File: src/rtl/irq_ctrl_pkg.sv
package irq_ctrl_pkg;
  localparam int NUM_SRC  = 3;
  localparam int REG_W    = 2 + 2 * NUM_SRC;
  localparam int FLAG_LSB = 0;
  localparam int EN_LSB   = FLAG_LSB + NUM_SRC;
  localparam int PEN_BIT  = EN_LSB + NUM_SRC;
  localparam int GEN_BIT  = PEN_BIT + 1;
  // source index = flag bit offset
  localparam int SRC_PORT = 0;
  localparam int SRC_PIN  = 1;
  localparam int SRC_TMR  = 2;
endpackage

File: src/rtl/irq_addr_dec.sv
module irq_addr_dec #(
  parameter int ADDR_W = 8,
  parameter int NUM_MIRROR = 2,
  parameter logic [NUM_MIRROR-1:0][ADDR_W-1:0] MIRROR_ADDRS = '0
) (
  input  logic [ADDR_W-1:0] addr_i,
  output logic              sel_o
);
  logic [NUM_MIRROR-1:0] hit;
  for (genvar m = 0; m < NUM_MIRROR; m++) begin : g_mirror
    assign hit[m] = (addr_i == MIRROR_ADDRS[m]);
  end
  assign sel_o = |hit;
endmodule

File: src/rtl/irq_flag_cell.sv
module irq_flag_cell (
  input  logic clk_i,
  input  logic rst_ni,
  input  logic set_i,
  input  logic wr_i,
  input  logic wbit_i,
  output logic q_o
);
  // hardware set has priority over a software write
  always_ff @(posedge clk_i or negedge rst_ni) begin
    if (!rst_ni)     q_o <= 1'b0;
    else if (set_i)  q_o <= 1'b1;
    else if (wr_i)   q_o <= wbit_i;
  end
endmodule

File: src/rtl/irq_req_gen.sv
module irq_req_gen #(
  parameter int NUM_SRC = 3
) (
  input  logic [NUM_SRC-1:0] en_i,
  input  logic [NUM_SRC-1:0] flag_i,
  input  logic               glb_en_i,
  input  logic               per_en_i,
  input  logic               per_req_i,
  output logic               irq_o
);
  logic src_any;
  assign src_any = |(en_i & flag_i);
  assign irq_o   = glb_en_i & (src_any | (per_en_i & per_req_i));
endmodule

File: src/rtl/irq_ctrl_reg.sv
module irq_ctrl_reg
  import irq_ctrl_pkg::*;
#(
  parameter int ADDR_W = 8,
  parameter logic [ADDR_W-1:0] BANK0_ADDR = 8'h0B,
  parameter logic [ADDR_W-1:0] BANK1_ADDR = 8'h8B
) (
  input  logic              clk_i,
  input  logic              rst_ni,
  input  logic [ADDR_W-1:0] addr_i,
  input  logic              wr_en_i,
  input  logic [REG_W-1:0]  wdata_i,
  output logic [REG_W-1:0]  rdata_o,
  input  logic              tmr_ovf_i,
  input  logic              ext_evt_i,
  input  logic              port_chg_i,
  input  logic              periph_req_i,
  output logic              irq_o
);
  localparam int NUM_MIRROR = 2;

  logic                 sel;
  logic                 reg_wr;
  logic [NUM_SRC-1:0]   evt;
  logic [NUM_SRC-1:0]   flag_q;
  logic [NUM_SRC-1:0]   en_q;
  logic                 gen_q;
  logic                 pen_q;
  logic [REG_W-1:0]     reg_q;

  irq_addr_dec #(
    .ADDR_W      (ADDR_W),
    .NUM_MIRROR  (NUM_MIRROR),
    .MIRROR_ADDRS({BANK1_ADDR, BANK0_ADDR})
  ) u_dec (
    .addr_i(addr_i),
    .sel_o (sel)
  );

  assign reg_wr = wr_en_i & sel;

  always_comb begin
    evt           = '0;
    evt[SRC_TMR]  = tmr_ovf_i;
    evt[SRC_PIN]  = ext_evt_i;
    evt[SRC_PORT] = port_chg_i;
  end

  for (genvar s = 0; s < NUM_SRC; s++) begin : g_flag
    irq_flag_cell u_cell (
      .clk_i (clk_i),
      .rst_ni(rst_ni),
      .set_i (evt[s]),
      .wr_i  (reg_wr),
      .wbit_i(wdata_i[FLAG_LSB+s]),
      .q_o   (flag_q[s])
    );
  end

  always_ff @(posedge clk_i or negedge rst_ni) begin
    if (!rst_ni) begin
      en_q  <= '0;
      pen_q <= 1'b0;
      gen_q <= 1'b0;
    end else if (reg_wr) begin
      en_q  <= wdata_i[EN_LSB +: NUM_SRC];
      pen_q <= wdata_i[PEN_BIT];
      gen_q <= wdata_i[GEN_BIT];
    end
  end

  assign reg_q   = {gen_q, pen_q, en_q, flag_q};
  assign rdata_o = sel ? reg_q : '0;

  irq_req_gen #(.NUM_SRC(NUM_SRC)) u_req (
    .en_i     (en_q),
    .flag_i   (flag_q),
    .glb_en_i (gen_q),
    .per_en_i (pen_q),
    .per_req_i(periph_req_i),
    .irq_o    (irq_o)
  );
endmodule

File: config.mk
export PLATFORM = sky130hd
export DESIGN_NAME = irq_ctrl_reg
export DESIGN_NICKNAME = d
export VERILOG_FILES = /design/src/rtl/irq_ctrl_pkg.sv /design/src/rtl/irq_addr_dec.sv /design/src/rtl/irq_flag_cell.sv /design/src/rtl/irq_req_gen.sv /design/src/rtl/irq_ctrl_reg.sv
export SDC_FILE = /design/constraint.sdc
export NUM_CORES = 1
export LEC_CHECK = 0
export BUFFER_PORTS_ARGS = -buffer_cell sky130_fd_sc_hd__buf_2
export CAP_MARGIN = 30
export CORE_AREA = 2 2 39 41
export DETAILED_ROUTE_END_ITERATION = 8
export DIE_AREA = 0 0 41 43
export HOLD_SLACK_MARGIN = 0.03
export PLACE_DENSITY_LB_ADDON = 0.08
export SKIP_LAST_GASP = 1
export SLEW_MARGIN = 25
export SYNTH_ARGS = -nofsm -noshare
export SYNTH_HDL_FRONTEND = slang
export SYNTH_SLANG_ARGS = --single-unit
File: constraint.sdc
create_clock -name clk_i -period 1.7 [get_ports clk_i]
set_input_delay 0.17 -clock clk_i [delete_from_list [all_inputs] [get_ports clk_i]]
set_output_delay 0.17 -clock clk_i [all_outputs]
set_load 0.02 [all_outputs]
==> results.ini, run 1 <==
[outcome]
status=complete, no violations

[setup_path]
cp-start-kind=input port
slowest_stage=or4_1
required_ns=1.83
arrival_ns=1.53
path_class=input port to flip-flop
endpoint_kind=flip-flop
critPathMaxFanout=8
path_cells=buf_2 -> or3b_1 -> or4_1 -> buf_4 -> mux2_4
max_stage_delay_ns=0.40

[timing]
final-max-slew-violation-count=0
relSlewSlack_pct=87.6
tns_ns=0
tightest_slew_ns=0.187
fin_crit_sh_pct=82.7
finalCriticalPeriod_ns=1.41
rsz0062_at_grt=no
setup_viol=0
fmax_ghz=0.712
hold_viol=0
finClkSkew_ns=0

[cts]
cts_root_buf=clkbuf_4
cts_tree=yes
cts_num_sinks=8
cts.htree.levels=1
cts_inserted_buffers=3
clk_pin_slew_ns=0.06
clk_latency_ns=0.24
clk_path_buf_depth=2

[synthesis]
synth_top_area_share_pct=44.8
synth.avg_cell_area_um2=11.2
ys_warn_count=0
synth_area_leaders=dfrtp_1, mux2_4, and2_1
synth_cell_types=14
synth_area_um2=447
ys_ff_latch=8
ys_seq_area_share_pct=44.8
synth_area_leader_cell=dfrtp_1
synthesis.nets=63
syn_inst=40

[routing]
drt_pre_antenna_iters=2
via_count=402
wl_per_cell_um=10.1
drc=0
postRouteWirelength_um=921
vias_per_cell=4.42
antenna_left=0
drtIter0Drc=2

[floorplan]
die_h_um=43
fp-row-count=14
die_x_um=41
die-area_um2=1760
start_util_pct=32.3
io_pins=32
core_area_um2=1380

[grt]
grt_pass1_vias=361
grt_usage_pct=12.4
grt_overflow=0
grt_max_degree=9
antenna_found_initial=0
grt_pass1_wl_mm=1.44

[power_and_ir_drop]
leakage_nw=0.382
power_density_nw_per_um2=625
worst_ir_drop_vdd_mv=0.356
power_mw=0.408

[place]
gp_congestion=0.676
io_buffer_count=30

[cells_and_area]
drive_gt1_share_pct=54.7
fin_nets=100
antenna_cells=0
final_cell_mix=buf_2, and2_1, dfrtp_1, nor2_1, mux2_4
area_growth_pct=46.2
fin_util_pct=47.2
final_common_cell=buf_2

[hold_path]
hold_class=input port to flip-flop

[flow_run]
maxCapViolCount=0

## cells in the mapped netlist
library cell,number
a21boi_0,1
or2_2,1
dfrtp_1,8
inv_1,1
mux2_4,5
or3b_1,1
a22oi_1,2
mux2i_1,3
nor2_1,6
buf_6,1
or4_1,1
and2_1,8
nor3_1,1
nand2_1,1
## worst paths after layout
path                                           from                               end  slack (ns)  cells past startpoint
worst max-delay path                      addr_i[6]               en_q[0]$_DFFE_PN0P_        0.29                      5
worst min-delay path                     wdata_i[4]               en_q[1]$_DFFE_PN0P_        0.15                      2
worst max register to register  en_q[0]$_DFFE_PN0P_               en_q[0]$_DFFE_PN0P_        0.93                      1
worst min register to register    gen_q$_DFFE_PN0P_                 gen_q$_DFFE_PN0P_        0.53                      1
max in group asynchronous                    rst_ni  g_flag[0].u_cell.q_o$_DFFE_PN0P_        1.24                      2
min in group asynchronous                    rst_ni               en_q[2]$_DFFE_PN0P_        0.29                      2
## power by group
| part | switching, mW | total [mW] | internal [mW] |
|---|---|---|---|
| logic | 0.0200 | 0.0593 | 0.0392 |
| clock network | 0.0602 | 0.141 | 0.0805 |
| registers | 0.00741 | 0.208 | 0.201 |
## state kept, by name (all words and copies together) (netlist names)
register	count
en_q	3
g_flag.u_cell.q_o	3
pen_q	1
gen_q	1
## what timing repair did
item	CTS	global route
resized for setup	0	0
endpoints found under the hold margin	8	0
setup buffers	0	0
hold buffers	1	0
## final cells by class
| class | instances | area (µm²) |
|---|---|---|
| fill | 144 | 731 |
| multi-input combinational | 30 | 231 |
| sequential | 8 | 200 |
| timing repair buffer | 33 | 175 |
| clock buffer | 3 | 22.5 |
| tap | 16 | 20.0 |
| inverter | 1 | 3.75 |
## layer usage
metal,vias to the layer above,GRT usage [%],wire (µm)
met5,-,0,0
met4,0,6.00,0
met2,20,17.8,421
met1,176,15.6,416
li1,206,-,-
met3,0,4.71,83
## stage by stage
step                      hold WS (ns)  worst slack, ns  area (µm²)  instances
after floorplan                 -0.126            0.176         447         40
after CTS                        0.142            0.292         653         91
after global routing             0.140            0.228         653         91
final                            0.148            0.295         653         91
after global placement          0.0231           0.0403         621         87
after detailed placement        0.0188           0.0350         621         87
## critical path: cells and delay by family
kind | cells | cell delay (ns)
AND/OR/NAND/NOR | 2 | 0.77
multiplexers | 1 | 0.30
buffers and inverters | 2 | 0.29
## kinds of logic after synthesis
| kind of cell | synth area share (%) |
|---|---|
| multiplexers | 23.5 |
| buffers and inverters | 3.36 |
| AO/OA/AOI/OAI | 5.04 |
| flip-flops | 44.8 |
| AND/OR/NAND/NOR | 23.2 |
No activity file was read; power rests on OpenSTA's default activity.
==> run 2: changes to the inputs <==
==> constraint.sdc (replaced) <==
create_clock -name clk_i -period 1.4 [get_ports clk_i]
set_input_delay 0.14 -clock clk_i [delete_from_list [all_inputs] [get_ports clk_i]]
set_output_delay 0.14 -clock clk_i [all_outputs]
set_load 0.02 [all_outputs]
==> run 2 against run 1 <==
First-iteration DRC count fell by 50%; count of clock-buffer cells in the layout unchanged; sequential share of layout area down 0.86 points; wire length down 2.2%; worst hold slack got worse by 0.023 ns; via count up 2.0%; die area unchanged; combinational power is 24% higher; critical endpoint is now en_q[2]$_DFFE_PN0P_; largest power group unchanged.
==> results.ini, run 2 (synthesis gave the netlist of run 1 again) <==
[setup_path]
critPathMaxFanout=7  ; was 8
max_stage_delay_ns=0.43  ; was 0.40 ns
endpoint_kind=flip-flop  ; unchanged
crit_family=simple AND/OR/NAND/NOR gates  ; unchanged
path_depth=5  ; unchanged
required_ns=1.53  ; was 1.83 ns
rr_worst_depth=1  ; unchanged
cp.buffers_inverters=2  ; unchanged
path_cells=buf_2 -> or3b_1 -> or4_1 -> buf_6 -> mux2_4  ; was buf_2 -> or3b_1 -> or4_1 -> buf_4 -> mux2_4
path_class=input port to flip-flop  ; unchanged
cp-start-kind=input port  ; unchanged
arrival_ns=1.51  ; was 1.53 ns
slowest_stage=or4_1  ; unchanged

[timing]
finClkSkew_ns=0  ; unchanged
relSlewSlack_pct=86.7  ; was 87.6%
tightest_slew_ns=0.200  ; was 0.187 ns
tns_ns=0  ; unchanged
final.setup.worst_slack_ns=0.0222  ; was 0.295 ns
setup_viol=0  ; unchanged
fin_crit_sh_pct=98.4
fmax_ghz=0.726
final-max-slew-violation-count=0  ; unchanged
finalCriticalPeriod_ns=1.38
rsz0062_at_grt=yes  ; was no
hold_viol=0  ; unchanged

[cells_and_area]
fin_util_pct=48.6  ; was 47.2%
final_common_cell=buf_2  ; unchanged
largestRegisters=en_q: 3 flops, g_flag.u_cell.q_o: 3 flops  ; unchanged
final_cell_mix=buf_2, and2_1, dfrtp_1, nor2_1, mux2_4  ; unchanged
antenna_cells=0  ; unchanged
area_growth_pct=50.4  ; was 46.2%
finalNonFillerCells=92  ; was 91
drive_gt1_share_pct=56.6  ; was 54.7%
fin_nets=101  ; was 100

[grt]
antenna_found_initial=0  ; unchanged
grt_usage_pct=12.6  ; was 12.4%
grt_pass1_wl_mm=1.44  ; about the same
grt_overflow=0  ; unchanged
grt_pass1_vias=366  ; was 361
grt_max_degree=9  ; unchanged

[cts]
clk_latency_ns=0.25  ; was 0.24 ns
post_cts_buffers=0  ; unchanged
clk_path_buf_depth=2  ; unchanged
cts_inserted_buffers=3  ; unchanged
cts_num_sinks=8  ; unchanged
cts_tree=yes  ; unchanged
cts_root_buf=clkbuf_4  ; unchanged
clk_pin_slew_ns=0.05  ; was 0.06 ns
cts.htree.levels=1  ; unchanged

[power_and_ir_drop]
power_mw=0.498  ; was 0.408 mW
p_comb_share_pct=14.8  ; was 14.5%
swShare_pct=21.8  ; was 21.5%
power_density_nw_per_um2=741  ; was 625 nW/µm²
seqPwrFrac_pct=50.7  ; was 51.0%
p_switching_mw=0.109  ; was 0.0877 mW
leakage_nw=0.389  ; was 0.382 nW
worst_ir_drop_vdd_mv=0.354  ; was 0.356 mV
p_int_mw=0.389  ; was 0.320 mW
p_clk_share_pct=34.5  ; about the same

[place]
io_buffer_count=30  ; unchanged
pre_cts_ws_ns=-0.236  ; was 0.0350 ns
gp_congestion=0.654  ; was 0.676
dp_hpwl_um=762
dp.cells=88  ; was 87

[routing]
vias_per_cell=4.46  ; was 4.42
via_count=410  ; was 402
wl_per_cell_um=9.79  ; was 10.1 µm
drc=0  ; unchanged
drt_pre_antenna_iters=2  ; unchanged
postRouteWirelength_um=901  ; was 921 µm
antenna_left=0  ; unchanged
drtIter0Drc=1  ; was 2

[hold_path]
whs_path_depth=2  ; unchanged
hold_class=input port to flip-flop  ; unchanged

[floorplan]
fp-row-count=14  ; unchanged
die_h_um=43  ; unchanged
die_x_um=41  ; unchanged
core_area_um2=1380  ; unchanged
start_util_pct=32.3  ; unchanged
die-area_um2=1760  ; unchanged
io_pins=32  ; unchanged

[outcome]
status=complete, no violations  ; unchanged

[flow_run]
maxCapViolCount=0  ; unchanged

## run 2: changes by cell type in the layout (fill, tap and decap cells not counted), sizes merged
cell and delta:
buf +1
## run 2: layout make-up
type / count / area [µm²]
Multi-Input combinational cell: 30 / 236
Timing Repair Buffer: 34 / 189
Sequential cell: 8 / 200
Fill cell: 146 / 712
Clock buffer: 3 / 22.5
Inverter: 1 / 3.75
Tap cell: 16 / 20.0
## run 2: path summary, 6_finish.rpt
| check | start | endpoint | slack, ns |
|---|---|---|---|
| setup / recovery | addr_i[6] | en_q[2]$_DFFE_PN0P_ | 0.02 |
| setup reg to reg | en_q[0]$_DFFE_PN0P_ | en_q[0]$_DFFE_PN0P_ | 0.62 |
| hold / removal | wdata_i[4] | en_q[1]$_DFFE_PN0P_ | 0.12 |
| hold reg to reg | pen_q$_DFFE_PN0P_ | pen_q$_DFFE_PN0P_ | 0.52 |
| max in group asynchronous | rst_ni | gen_q$_DFFE_PN0P_ | 0.97 |
| min in group asynchronous | rst_ni | g_flag[0].u_cell.q_o$_DFFE_PN0P_ | 0.26 |
## run 2: routing by layer
metal / track usage, % / part of all wire [%] / vias up
met5: 0 / 0 / -
met4: 4.00 / 0 / 0
met3: 7.85 / 9.0 / 0
met2: 20.3 / 48 / 20
met1: 12.8 / 43 / 180
li1: - / - / 210
## run 2: stage by stage
step / hold slack, ns / cell area [µm²]
floorplan: -0.156 / 447
global placement: -0.00775 / 628
detailed placement: -0.00792 / 628
CTS: 0.117 / 661
global route: 0.0995 / 672
finish: 0.124 / 672
## run 2: power groups by stage
stage,clock network (mW),logic [mW],registers (mW)
3_3_place_gp,0,0.0704,0.256
5_1_grt,0.199,0.0828,0.254
3_5_place_dp,0,0.0718,0.257
6_report,0.172,0.0737,0.252
4_1_cts,0.182,0.0742,0.253
2_1_floorplan,0,0.0333,0.253
## run 2: repair_timing
| item | in CTS | in global routing |
|---|---|---|
| hold buffers | 1 | 0 |
| endpoints found under the setup margin | 0 | 8 |
| gates resized for setup | 0 | 3 |
| endpoints found under the hold margin | 8 | 0 |
==> run 3: changes to the inputs <==
--- a/config.mk
+++ b/config.mk
@@ -11,7 +11,7 @@
 export DETAILED_ROUTE_END_ITERATION = 8
 export DIE_AREA = 0 0 41 43
 export HOLD_SLACK_MARGIN = 0.03
-export PLACE_DENSITY_LB_ADDON = 0.08
+export PLACE_DENSITY = 0.79
 export SKIP_LAST_GASP = 1
 export SLEW_MARGIN = 25
 export SYNTH_ARGS = -nofsm -noshare
==> run 3 against run 2 <==
Non-clock buffer count did not move; worst hold slack got worse by 0.0093 ns; clock skew unchanged; register-to-register slack hardly changed; sequential share of layout area fell by 0.38 points; sequential power about the same; core utilization grew 0.63 points; global-route usage up 0.67 points; sequential cell count unchanged; cell area grew 1.3%; highest routed layer unchanged.
==> results.ini, run 3 (synthesis gave the netlist of run 1 again) <==
[outcome]
status=complete, no violations  ; unchanged

[timing]
tightest_slew_ns=0.186  ; was 0.200 ns
fin_crit_sh_pct=99.5  ; was 98.4%
hold_viol=0  ; unchanged
setup_viol=0  ; unchanged
final-max-slew-violation-count=0  ; unchanged
finClkSkew_ns=0  ; unchanged
rsz0062_at_grt=yes  ; unchanged
fmax_ghz=0.718  ; was 0.726 GHz
finalCriticalPeriod_ns=1.39  ; was 1.38 ns
relSlewSlack_pct=87.6  ; was 86.7%

[cts]
clk_pin_slew_ns=0.06  ; was 0.05 ns
cts_root_buf=clkbuf_4  ; unchanged
clk_path_buf_depth=2  ; unchanged
cts.htree.levels=1  ; unchanged
cts_tree=yes  ; unchanged
post_cts_buffers=0  ; unchanged
cts_num_sinks=8  ; unchanged
clk_latency_ns=0.25  ; about the same
cts_inserted_buffers=3  ; unchanged

[grt]
grt_usage_pct=13.3  ; was 12.6%
grt_overflow=0  ; unchanged
grt_max_degree=9  ; unchanged
grt_pass1_vias=406  ; was 366
antenna_found_initial=0  ; unchanged
grt_pass1_wl_mm=1.59  ; was 1.44 mm

[routing]
wl_per_cell_um=11.5  ; was 9.79 µm
postRouteWirelength_mm=1.06  ; was 901 µm
drt_pre_antenna_iters=2  ; unchanged
via_count=426  ; was 410
antenna_left=0  ; unchanged
drtIter0Drc=4  ; was 1
vias_per_cell=4.63  ; was 4.46
drc=0  ; unchanged

[setup_path]
cp-start-kind=input port  ; unchanged
slowest_stage=or4_4  ; was or4_1
r2r_start=gen_q$_DFFE_PN0P_  ; was en_q[0]$_DFFE_PN0P_
path_cells=buf_2 -> or3b_1 -> or4_4 -> buf_6 -> mux2_4  ; was buf_2 -> or3b_1 -> or4_1 -> buf_6 -> mux2_4
endpoint_kind=flip-flop  ; unchanged
r2r_slack_ns=0.62  ; about the same
required_ns=1.53  ; about the same
critPathMaxFanout=6  ; was 7
rr_worst_depth=1  ; unchanged
max_stage_delay_ns=0.43  ; about the same
arrival_ns=1.52  ; was 1.51 ns
path_class=input port to flip-flop  ; unchanged
rr_endpoint=gen_q$_DFFE_PN0P_  ; was en_q[0]$_DFFE_PN0P_

[flow_run]
maxCapViolCount=0  ; unchanged

[floorplan]
start_util_pct=32.3  ; unchanged
fp-row-count=14  ; unchanged
io_pins=32  ; unchanged
die_x_um=41  ; unchanged
core_area_um2=1380  ; unchanged
die_h_um=43  ; unchanged
die-area_um2=1760  ; unchanged

[place]
io_buffer_count=30  ; unchanged
gp_congestion=0.767  ; was 0.654

[cells_and_area]
area_growth_pct=52.4  ; was 50.4%
drive_gt1_share_pct=57.9  ; was 56.6%
fin_nets=101  ; unchanged
fin_util_pct=49.2  ; was 48.6%
largestRegisters=en_q: 3 flops, g_flag.u_cell.q_o: 3 flops  ; unchanged
final_common_cell=buf_2  ; unchanged
final_cell_mix=buf_2, and2_1, dfrtp_1, nor2_1  ; was buf_2, and2_1, dfrtp_1, nor2_1, mux2_4
antenna_cells=0  ; unchanged

[hold_path]
holdCritStartpoint=wdata_i[3]  ; was wdata_i[4]
whs_path_depth=2  ; unchanged
hold_path_end=en_q[0]$_DFFE_PN0P_  ; was en_q[1]$_DFFE_PN0P_
hold_class=input port to flip-flop  ; unchanged

[power_and_ir_drop]
power_mw=0.508  ; was 0.498 mW
worst_ir_drop_vdd_mv=0.373  ; was 0.354 mV
leakage_nw=0.390  ; was 0.389 nW
power_density_nw_per_um2=747  ; was 741 nW/µm²

## run 3: cell types whose count changed in the layout (fill, tap and decap cells not counted)
cell | before | now
buf_2 | 29 | 27
or4_4 | 0 | 1
or4_1 | 1 | 0
buf_4 | 3 | 5
## run 3: worst max-delay path by stage
stage	start	end	slack (ns)	cells after the start
6_report	addr_i[6]	gen_q$_DFFE_PN0P_	0.007	5
5_1_grt	addr_i[6]	rdata_o[5]	-0.06	6
4_1_cts	addr_i[6]	rdata_o[1]	0.04	6
3_5_place_dp	addr_i[6]	gen_q$_DFFE_PN0P_	-0.22	5
3_3_place_gp	addr_i[6]	en_q[2]$_DFFE_PN0P_	-0.20	5
2_1_floorplan	addr_i[6]	en_q[0]$_DFFE_PN0P_	-0.09	4
## run 3: worst max-delay path, delay by kind of cell
family | cells | cell delay [ns]
simple gates | 2 | 0.85
buf+inv | 2 | 0.24
mux | 1 | 0.29
## run 3: layout make-up
class	count	area [µm²]
Sequential cell	8	200
Timing Repair Buffer	34	194
Tap cell	16	20.0
Fill cell	146	703
Clock buffer	3	22.5
Inverter	1	3.75
Multi-Input combinational cell	30	240
## run 3: metrics by stage
stage                     area (µm²)  worst slack, ns  TNS (ns)  instances  hold WS [ns]
after floorplan                  447          -0.0939    -0.470         40        -0.156
after global placement           628           -0.195     -1.48         88       -0.0149
after detailed placement         628           -0.220     -1.63         88      -0.00441
after CTS                        661           0.0437         0         92         0.110
after global routing             681          -0.0619    -0.326         92         0.116
final                            681          0.00732         0         92         0.115
## run 3: metal layers
| layer | part of all wire (%) | track usage (%) |
|---|---|---|
| met3 | 6.4 | 3.14 |
| met2 | 54 | 20.9 |
| met4 | 0 | 7.33 |
| met5 | 0 | 0 |
| met1 | 40 | 15.6 |
## run 3: timing repair
action	4_1_cts	5_1_grt
endpoints found under the hold margin	8	0
endpoints found under the setup margin	0	10
hold buffers	1	0
gates resized for setup	0	6
## run 3: report_power, final
group          switching, mW  internal [mW]
combinational         0.0272         0.0482
clock                 0.0813         0.0983
sequential           0.00999          0.243
